<file path="config.mk">
export PLATFORM = sky130hd
export DESIGN_NAME = ipc_ctrl
export DESIGN_NICKNAME = d
export VERILOG_FILES = /design/src/rtl/ipc_pkg.sv /design/src/rtl/ipc_prio_pick.sv /design/src/rtl/ipc_cfg.sv /design/src/rtl/ipc_ctrl.sv
export SDC_FILE = /design/constraint.sdc
export NUM_CORES = 1
export LEC_CHECK = 0
export ABC_AREA = 1
export BUFFER_PORTS_ARGS = -buffer_cell sky130_fd_sc_hd__buf_2
export CAP_MARGIN = 20
export CORE_MARGIN = 3
export CORE_UTILIZATION = 60
export DETAILED_ROUTE_END_ITERATION = 6
export GPL_TIMING_DRIVEN = 0
export PLACE_DENSITY = 0.82
export SLEW_MARGIN = 15
export SYNTH_ARGS = -nofsm -noshare
export SYNTH_HDL_FRONTEND = slang
export SYNTH_SLANG_ARGS = --single-unit
</file>
<file path="constraint.sdc">
create_clock -name clk -period 10.43 [get_ports clk]
set_input_delay 0.5215 -clock clk [delete_from_list [all_inputs] [get_ports clk]]
set_output_delay 0.5215 -clock clk [all_outputs]
set_load 0.01 [all_outputs]
</file>
<file path="src/rtl/ipc_pkg.sv">
package ipc_pkg;

  typedef enum logic [1:0] {
    SEL_MASK = 2'd0,
    SEL_BASE = 2'd1,
    SEL_MODE = 2'd2,
    SEL_EOI  = 2'd3
  } ipc_sel_e;

  typedef struct packed {
    logic poll;
    logic smm;
    logic rot;
  } ipc_mode_t;

endpackage

</file>
<file path="src/rtl/ipc_prio_pick.sv">
// Finds the highest-ranked set bit of vec. The rank starts just above low_lvl.
module ipc_prio_pick #(
  parameter int N = 8
) (
  input  logic [N-1:0]         vec,
  input  logic [$clog2(N)-1:0] low_lvl,
  output logic                 any,
  output logic [$clog2(N)-1:0] idx,
  output logic [$clog2(N)-1:0] pos
);
  localparam int LW = $clog2(N);

  logic [N-1:0] rot;

  // rot[g] is the level that has rank g (rank 0 is the best).
  for (genvar g = 0; g < N; g++) begin : g_rot
    logic [LW-1:0] src;
    assign src    = low_lvl + LW'(g + 1);
    assign rot[g] = vec[src];
  end

  always_comb begin
    any = |vec;
    pos = '0;
    for (int j = N - 1; j >= 0; j--) begin
      if (rot[j]) pos = LW'(j);
    end
    idx = low_lvl + pos + LW'(1);
  end
endmodule

</file>
<file path="src/rtl/ipc_cfg.sv">
module ipc_cfg
  import ipc_pkg::*;
#(
  parameter int N  = 8,
  parameter int TW = 8
) (
  input  logic                 clk,
  input  logic                 rst_n,
  input  logic                 wr_en,
  input  logic [1:0]           wr_sel,
  input  logic [TW-1:0]        wr_data,
  input  logic                 rot_upd,
  input  logic [$clog2(N)-1:0] rot_lvl,
  output logic [N-1:0]         mask_q,
  output logic [TW-$clog2(N)-1:0] base_q,
  output ipc_mode_t            mode_q,
  output logic [$clog2(N)-1:0] low_lvl,
  output logic                 eoi_req,
  output logic                 eoi_spec,
  output logic [$clog2(N)-1:0] eoi_lvl
);
  localparam int LW = $clog2(N);

  logic [N-1:0]     mask_d;
  logic [TW-LW-1:0] base_d;
  ipc_mode_t        mode_d;
  logic [LW-1:0]    ptr_q, ptr_d;
  logic             mask_en, base_en, mode_en, ptr_en;

  assign mask_en  = wr_en && (wr_sel == SEL_MASK);
  assign base_en  = wr_en && (wr_sel == SEL_BASE);
  assign mode_en  = wr_en && (wr_sel == SEL_MODE);
  assign eoi_req  = wr_en && (wr_sel == SEL_EOI);
  assign eoi_spec = wr_data[LW];
  assign eoi_lvl  = wr_data[LW-1:0];
  assign ptr_en   = mode_en || rot_upd;

  always_comb begin
    mask_d = wr_data[N-1:0];
    base_d = wr_data[TW-1:LW];
    mode_d = ipc_mode_t'(wr_data[2:0]);
    ptr_d  = mode_en ? LW'(N - 1) : rot_lvl;
  end

  always_ff @(posedge clk or negedge rst_n) begin
    if (!rst_n) begin
      mask_q <= '0;
      base_q <= '0;
      mode_q <= '0;
      ptr_q  <= LW'(N - 1);
    end else begin
      if (mask_en) mask_q <= mask_d;
      if (base_en) base_q <= base_d;
      if (mode_en) mode_q <= mode_d;
      if (ptr_en)  ptr_q  <= ptr_d;
    end
  end

  assign low_lvl = mode_q.rot ? ptr_q : LW'(N - 1);
endmodule

</file>
<file path="src/rtl/ipc_ctrl.sv">
module ipc_ctrl
  import ipc_pkg::*;
#(
  parameter int N  = 8,
  parameter int TW = 8
) (
  input  logic          clk,
  input  logic          rst_n,
  input  logic [N-1:0]  irq_in,
  output logic          int_out,
  input  logic          inta,
  output logic          ack_valid,
  output logic [TW-1:0] ack_type,
  input  logic          poll_rd,
  output logic [TW-1:0] poll_word,
  input  logic          wr_en,
  input  logic [1:0]    wr_sel,
  input  logic [TW-1:0] wr_data
);
  localparam int LW = $clog2(N);
  localparam int PZ = TW - 1 - LW;

  logic [N-1:0]     irq_q, irr_q, irr_d, isr_q, isr_d;
  logic [N-1:0]     rise, req_vec, blk_vec, svc_vec, eoi_clr;
  logic [N-1:0]     mask_q;
  logic [TW-LW-1:0] base_q;
  ipc_mode_t        mode_q;
  logic             mode_poll;
  logic [LW-1:0]    low_lvl, eoi_lvl, eoi_sel;
  logic             eoi_req, eoi_spec, eoi_do, rot_upd;
  logic             req_any, blk_any, isr_any, hit, ack_evt, grant;
  logic [LW-1:0]    req_idx, req_pos, blk_idx, blk_pos, top_idx, top_pos, ack_lvl;
  logic             ack_valid_q, ack_valid_d;
  logic [TW-1:0]    ack_type_q, ack_type_d;

  ipc_cfg #(.N(N), .TW(TW)) u_cfg (
    .clk(clk), .rst_n(rst_n), .wr_en(wr_en), .wr_sel(wr_sel), .wr_data(wr_data),
    .rot_upd(rot_upd), .rot_lvl(eoi_sel), .mask_q(mask_q), .base_q(base_q),
    .mode_q(mode_q), .low_lvl(low_lvl), .eoi_req(eoi_req), .eoi_spec(eoi_spec),
    .eoi_lvl(eoi_lvl)
  );

  assign mode_poll = mode_q.poll;
  assign rise      = irq_in & ~irq_q;
  assign req_vec   = irr_q & ~mask_q;
  assign blk_vec   = mode_q.smm ? (isr_q & ~mask_q) : isr_q;

  ipc_prio_pick #(.N(N)) u_req (
    .vec(req_vec), .low_lvl(low_lvl), .any(req_any), .idx(req_idx), .pos(req_pos));
  ipc_prio_pick #(.N(N)) u_blk (
    .vec(blk_vec), .low_lvl(low_lvl), .any(blk_any), .idx(blk_idx), .pos(blk_pos));
  ipc_prio_pick #(.N(N)) u_top (
    .vec(isr_q), .low_lvl(low_lvl), .any(isr_any), .idx(top_idx), .pos(top_pos));

  logic unused_pick;
  assign unused_pick = ^{blk_idx, top_pos};

  always_comb begin
    hit      = req_any && (!blk_any || (req_pos < blk_pos));
    ack_evt  = inta || (mode_q.poll && poll_rd);
    grant    = ack_evt && hit;
    svc_vec  = grant ? (N'(1) << req_idx) : '0;
    eoi_sel  = eoi_spec ? eoi_lvl : top_idx;
    eoi_do   = eoi_req && (eoi_spec || isr_any);
    eoi_clr  = eoi_do ? (N'(1) << eoi_sel) : '0;
    rot_upd  = eoi_do && mode_q.rot;
    irr_d    = irq_in & (irr_q | rise) & ~svc_vec;
    isr_d    = (isr_q & ~eoi_clr) | svc_vec;
    ack_lvl  = hit ? req_idx : LW'(N - 1);
    ack_valid_d = inta;
    ack_type_d  = inta ? {base_q, ack_lvl} : ack_type_q;
  end

  always_ff @(posedge clk or negedge rst_n) begin
    if (!rst_n) begin
      irq_q       <= '0;
      irr_q       <= '0;
      isr_q       <= '0;
      ack_valid_q <= 1'b0;
      ack_type_q  <= '0;
    end else begin
      irq_q       <= irq_in;
      irr_q       <= irr_d;
      isr_q       <= isr_d;
      ack_valid_q <= ack_valid_d;
      if (inta) ack_type_q <= ack_type_d;
    end
  end

  assign int_out   = hit && !mode_q.poll;
  assign ack_valid = ack_valid_q;
  assign ack_type  = ack_type_q;
  assign poll_word = {hit, {PZ{1'b0}}, (hit ? req_idx : LW'(0))};
endmodule


</file>
---- Yosys cells after proc, flatten, opt, wreduce, memory -nomap -nowiden ----
Cells that the tools add are included.
operators by class
  $add $sub $neg .......................... 11
  magnitude comparators ................... 9
  eq/ne operators ......................... 3
  shift-type cells ........................ 2
  multiplexer cells ....................... 80
  bitwise operators ....................... 12
  reductions and logical operators ........ 20
operators by type and width
  kind                                                                          count
  3-bit two-way mux                                                             29
  1-bit binary-select mux with 3-bit select                                     24
  8-bit bitwise AND                                                             6
  3-bit by 4-bit less-than comparator with 1-bit output, second input constant  8
  8-bit inverter                                                                4
  1-bit two-way mux                                                             24
  8-bit two-way mux                                                             3
  8-bit OR reduction                                                            3
  8-bit OR                                                                      2
  1-bit by 3-bit left shift with 8-bit output, first input constant             2
  3-bit adder, second input constant                                            4
  1-bit logical AND                                                             10
  3-bit by 1-bit adder with 3-bit output, second input constant                 3
  3-bit by 2-bit adder with 3-bit output, second input constant                 2
  3-bit adder                                                                   2
  2-bit == test, second input constant                                          2
  1-bit logical OR                                                              4
  3-bit less-than comparator                                                    1
  2-bit by 1-bit == test with 1-bit output, second input constant               1
  1-bit zero test                                                               2
  2-bit zero test                                                               1
word-level totals
  register bits after elaboration ......... 52
  bits of input ports ..................... 23
  output and inout port bits .............. 18
  logic and storage cells ................. 148

---- Logic depth before layout (Yosys ltp) ----
  depth in word-level cells ............... 20
  mapped depth ............................ 28

---- Modules after synthesis ----
From an unflattened synthesis, not the netlist that was laid out.
unflattened totals
  cells, all modules ...................... 619
  area, all modules ....................... 4211.5 µm²
modules (own cells, without submodules)
  module         times used  cells each  area an instance (µm²)  seq. area each (µm²)
  ipc_prio_pick  3           108         573.0                   0.0
  ipc_ctrl       1           195         1601.5                  825.8
  ipc_cfg        1           100         890.9                   479.2

---- Worst setup path before layout ----
OpenSTA, ideal clock, no wires.
  path kind ............................... flip-flop to output port
  from .................................... register, netlist name u_cfg.mode_q[0]
  to ...................................... output poll_word[2]
  arrival ................................. 3.158 ns
  setup slack ............................. 6.750 ns
  stages on the path, launching flop included .. 24
  cells stage by stage .................... dfrtp_1 > inv_2 > nor2_4 > inv_2 > buf_2 > ha_1 > inv_1 > nand3_1 > nand3_1 > nand2_1 > nand2_1 > nand2_1 > nand2_1 > nand2_1 > nand2_1 > nand2_1 > nand2_1 > ha_1 > inv_1 > fa_1 > xnor2_1 > inv_1 > xor2_4 > nor2_1
between the ends
  cells in the longest elaborated chain, start to end .. 15
ends and longest elaborated chain
  what                                                                  line            source
  3-bit two-way mux (*)                                                 ipc_cfg.sv:59   assign low_lvl = mode_q.rot ? ptr_q : LW'(N - 1);
  parallel branches: the longest is 13 deep, another holds 3-bit adder  n/a
  3-bit two-way mux (*)                                                 ipc_ctrl.sv:93  assign poll_word = {hit, {PZ{1'b0}}, (hit ? req_idx : LW'(0))};
  end: declaration                                                      ipc_ctrl.sv:15  output logic [TW-1:0] poll_word,
Mark *: on every way between the ends. The select of a mux whose other input is x is not followed.

---- Worst setup path after layout ----
  from .................................... register, netlist name u_cfg.mode_q[0]
  to ...................................... output poll_word[2]
between the ends
  cells in the longest elaborated chain, start to end .. 15
ends and longest elaborated chain
  what                                                                  line
  3-bit two-way mux (*)                                                 ipc_cfg.sv:59
  parallel branches: the longest is 13 deep, another holds 3-bit adder  n/a
  3-bit two-way mux (*)                                                 ipc_ctrl.sv:93
Marks and branches as above.

==> reports/results.txt <==
status: completed
CP cell instances: inv_2 -> nor2_4 -> inv_2 -> buf_2 -> ha_1 -> inv_1 -> nand3_1 -> nand3_1 -> nand2_1 -> nand2_1 -> nand2_1 -> nand2_1 -> nand2_1 -> nand2_1 -> nand2_1 -> nand2_1 -> ha_1 -> inv_1 -> fa_1 -> xnor2_1 -> inv_1 -> xor2_4 -> nor2_1 -> buf_2
Overflow after GRT: 0
H-tree level count: 2
Worst path max stage delay: 440 ps
DRC viols: 0
maximum root-to-sink buffer count: 2
core area: 0.00596 mm2
sequential power share: 23.2%
starting density of the core: 62.5%
first-pass iteration count of the detailed router: 5
setup TNS: 0 ps
Top delay family on crit path: simple AND/OR/NAND/NOR gates
#FFs+latches synth: 52
reg-to-reg setup timing slack: 6160 ps
Gate Count Post-Synth: 566
Slew HR: 57.2%
Antenna Cells: 0
Post-CTS Hold Buffers: 0
Clock Power Share: 9.4%
largest net degree at the start of global routing: 53
Final Setup Violations: 0
routed vias/inst: 5.39
first-iteration detailed-routing DRC count: 205
Peak Freq: 0.215 GHz
Synth Cell Area: 0.00372 mm2
slowest CP cell: ha_1
number of antenna violations at the first check in global routing: 0
post-CTS sizing: 0
crit share post-route: 44.6%
crit-path max FO: 12
remaining antenna violation count: 0
setup bufs post-CTS: 0
# IOs: 41
FF-to-FF Start: u_cfg.mode_q[0]
clock tree from TritonCTS: built
worst path bufs/invs: 7
PwrDens: 314 mW/mm2
HP Class: in2async
total track usage: 29.0%
final RePlAce weighted congestion: 0.937
Worst-path clk slew: 90 ps
min cycle time layout: 4650 ps
Buffers on Ports: 36
first-pass GRT wire length: 16800 um
crit path kind: reg2out
layout cells sized above 1: 12.4%
Yosys warning total: 0
number of CTS-inserted buffers: 5
combinational share of power: 67.4%
number of global-route vias before repair: 3617
Worst EP arrival: 4130 ps
clock skew: 7.09 ps
final wirelength: 9890 um
CTS Sinks: 52
CP dominant cell by count: nand2_1
RSZ-0062 raised after global routing: false
Power Internal: 0.000599 W
final hold vios: 0
via count: 3706
final std cells w/o fill: 688
switching share of total power: 53.5%
Root Driver: clkbuf_8
Clk Latency, worst-skew pair: 310 ps
worst path required time: 9910 ps
Tot Pwr: 0.00129 W
crit end category: output pin
Placed Cells: 680
Worst setup SP type: flop
Slew Viols, Final: 0
fin util: 68.9%
num rows: 28
commonest cells after routing, fill and taps aside: nand2_1, inv_1, o21ai_0
most common cell after layout, fill and taps aside: nand2_1
Max Cap Viol: 0
dpl hpwl: 8000 um
per-cell routed wire length: 14.4 um
Net Switching: 0.000689 W
Leak: 2.23 nW
Worst-Margin Slew: 642 ps
R2R cell count: 28
worst flop-to-flop path endpoint: isr_q[2]
Die Span Y: 84.8 um
peak supply drop: 0.271 mV
Syn Area/Cell: 6.58 um2
synth-to-layout area growth: 10.3%
register area share after synthesis: 35.1%
Die W: 84.8 um
die area: 0.00719 mm2
Cell variety after synth: 35
NumNets Final: 643
[cells in the mapped netlist]
cell type,instances,area [um2]
a21boi_0,8,60.1
a21oi_1,8,40.0
a31oi_1,2,12.5
and2_1,4,25.0
buf_2,3,15.0
buf_4,8,60.1
buf_6,1,11.3
clkbuf_1,3,11.3
conb_1,1,3.75
dfrtp_1,49,1230
dfstp_2,3,78.8
fa_1,2,40.0
ha_1,6,75.1
inv_1,75,282
inv_2,3,11.3
nand2_1,207,777
nand2_2,4,25.0
nand2_4,2,22.5
nand3_1,46,230
nand3_2,1,10.0
nand4_1,11,68.8
nor2_1,38,143
nor2_4,2,22.5
nor3_1,5,25.0
nor4_1,2,12.5
o21a_1,1,7.51
o21ai_0,52,260
o21ai_1,6,30.0
o21ai_2,3,26.3
o21bai_1,3,22.5
o221ai_1,1,8.76
xnor2_1,2,17.5
xor2_1,2,17.5
xor2_2,1,16.3
xor2_4,1,27.5
[worst max-delay path by stage]
stage / start / endpoint / slack (ps) / cells past startpoint
after global placement: u_cfg.mode_q[0] / poll_word[2] / 6180 / 24
after global routing: u_cfg.mode_q[0] / poll_word[2] / 5400 / 24
after floorplan: u_cfg.mode_q[0] / poll_word[2] / 6750 / 23
final: u_cfg.mode_q[0] / poll_word[2] / 5780 / 24
after detailed placement: u_cfg.mode_q[0] / poll_word[2] / 6130 / 24
after CTS: u_cfg.mode_q[0] / poll_word[2] / 5790 / 24
[per-layer routing]
layer / wire length, um / share of wire [%] / vias to the layer above / global-route usage, %
li1: - / - / 1876 / -
met4: 366 / 3.7 / 0 / 12.8
met1: 4350 / 44 / 1678 / 37.4
met5: 0 / 0 / - / 0
met2: 4740 / 48 / 127 / 50.0
met3: 433 / 4.4 / 25 / 2.16
[area by class of cell]
class,instances,area (um2)
inverters,78,293
repair buffers,36,183
flip-flops and latches,52,1310
well taps,75,93.8
clock inverters,2,13.8
fillers,504,1850
clock buffers,6,82.6
multi-input cells,424,2040
plain buffers,15,97.6
[power groups by stage]
stage / Sequential (W) / Combinational (W) / Clock [W]
global route: 0.000305 / 0.000988 / 0.000131
global placement: 0.000298 / 0.000818 / 0
finish: 0.000298 / 0.000869 / 0.000121
floorplan: 0.000290 / 0.000631 / 0
detailed placement: 0.000300 / 0.000855 / 0
CTS: 0.000297 / 0.000860 / 0.000122
[worst register-to-register path: cells and delay by family, from the launching register on]
family | cells | cell delay, ps
flops | 1 | 410
fa+ha+maj | 3 | 1100
buf+inv | 10 | 950
compound gates | 6 | 850
simple gates | 9 | 860
[per-stage QoR]
step | area [um2] | worst slack (ps) | hold WS (ps)
finish | 4110 | 5780 | 228
floorplan | 3730 | 6750 | 226
CTS | 4100 | 5790 | 320
global route | 4110 | 5400 | 266
global placement | 4010 | 6180 | 450
detailed placement | 4010 | 6130 | 462
[cell families after synthesis]
logic type,synth area share (%)
simple gates,36.6
flops,35.1
compound gates,12.6
other cells,0.101
xor+xnor,2.12
buf+inv,10.5
fa+ha+maj,3.09
[registers in the layout, indices dropped and copies added (netlist names)]
name	flops
u_cfg.mode_q	3
irq_q	8
isr_q	8
irr_q	8
u_cfg.base_q	5
ack_valid	1
ack_type	8
u_cfg.mask_q	8
u_cfg.ptr_q	3
(Power assumes the default switching activity.)
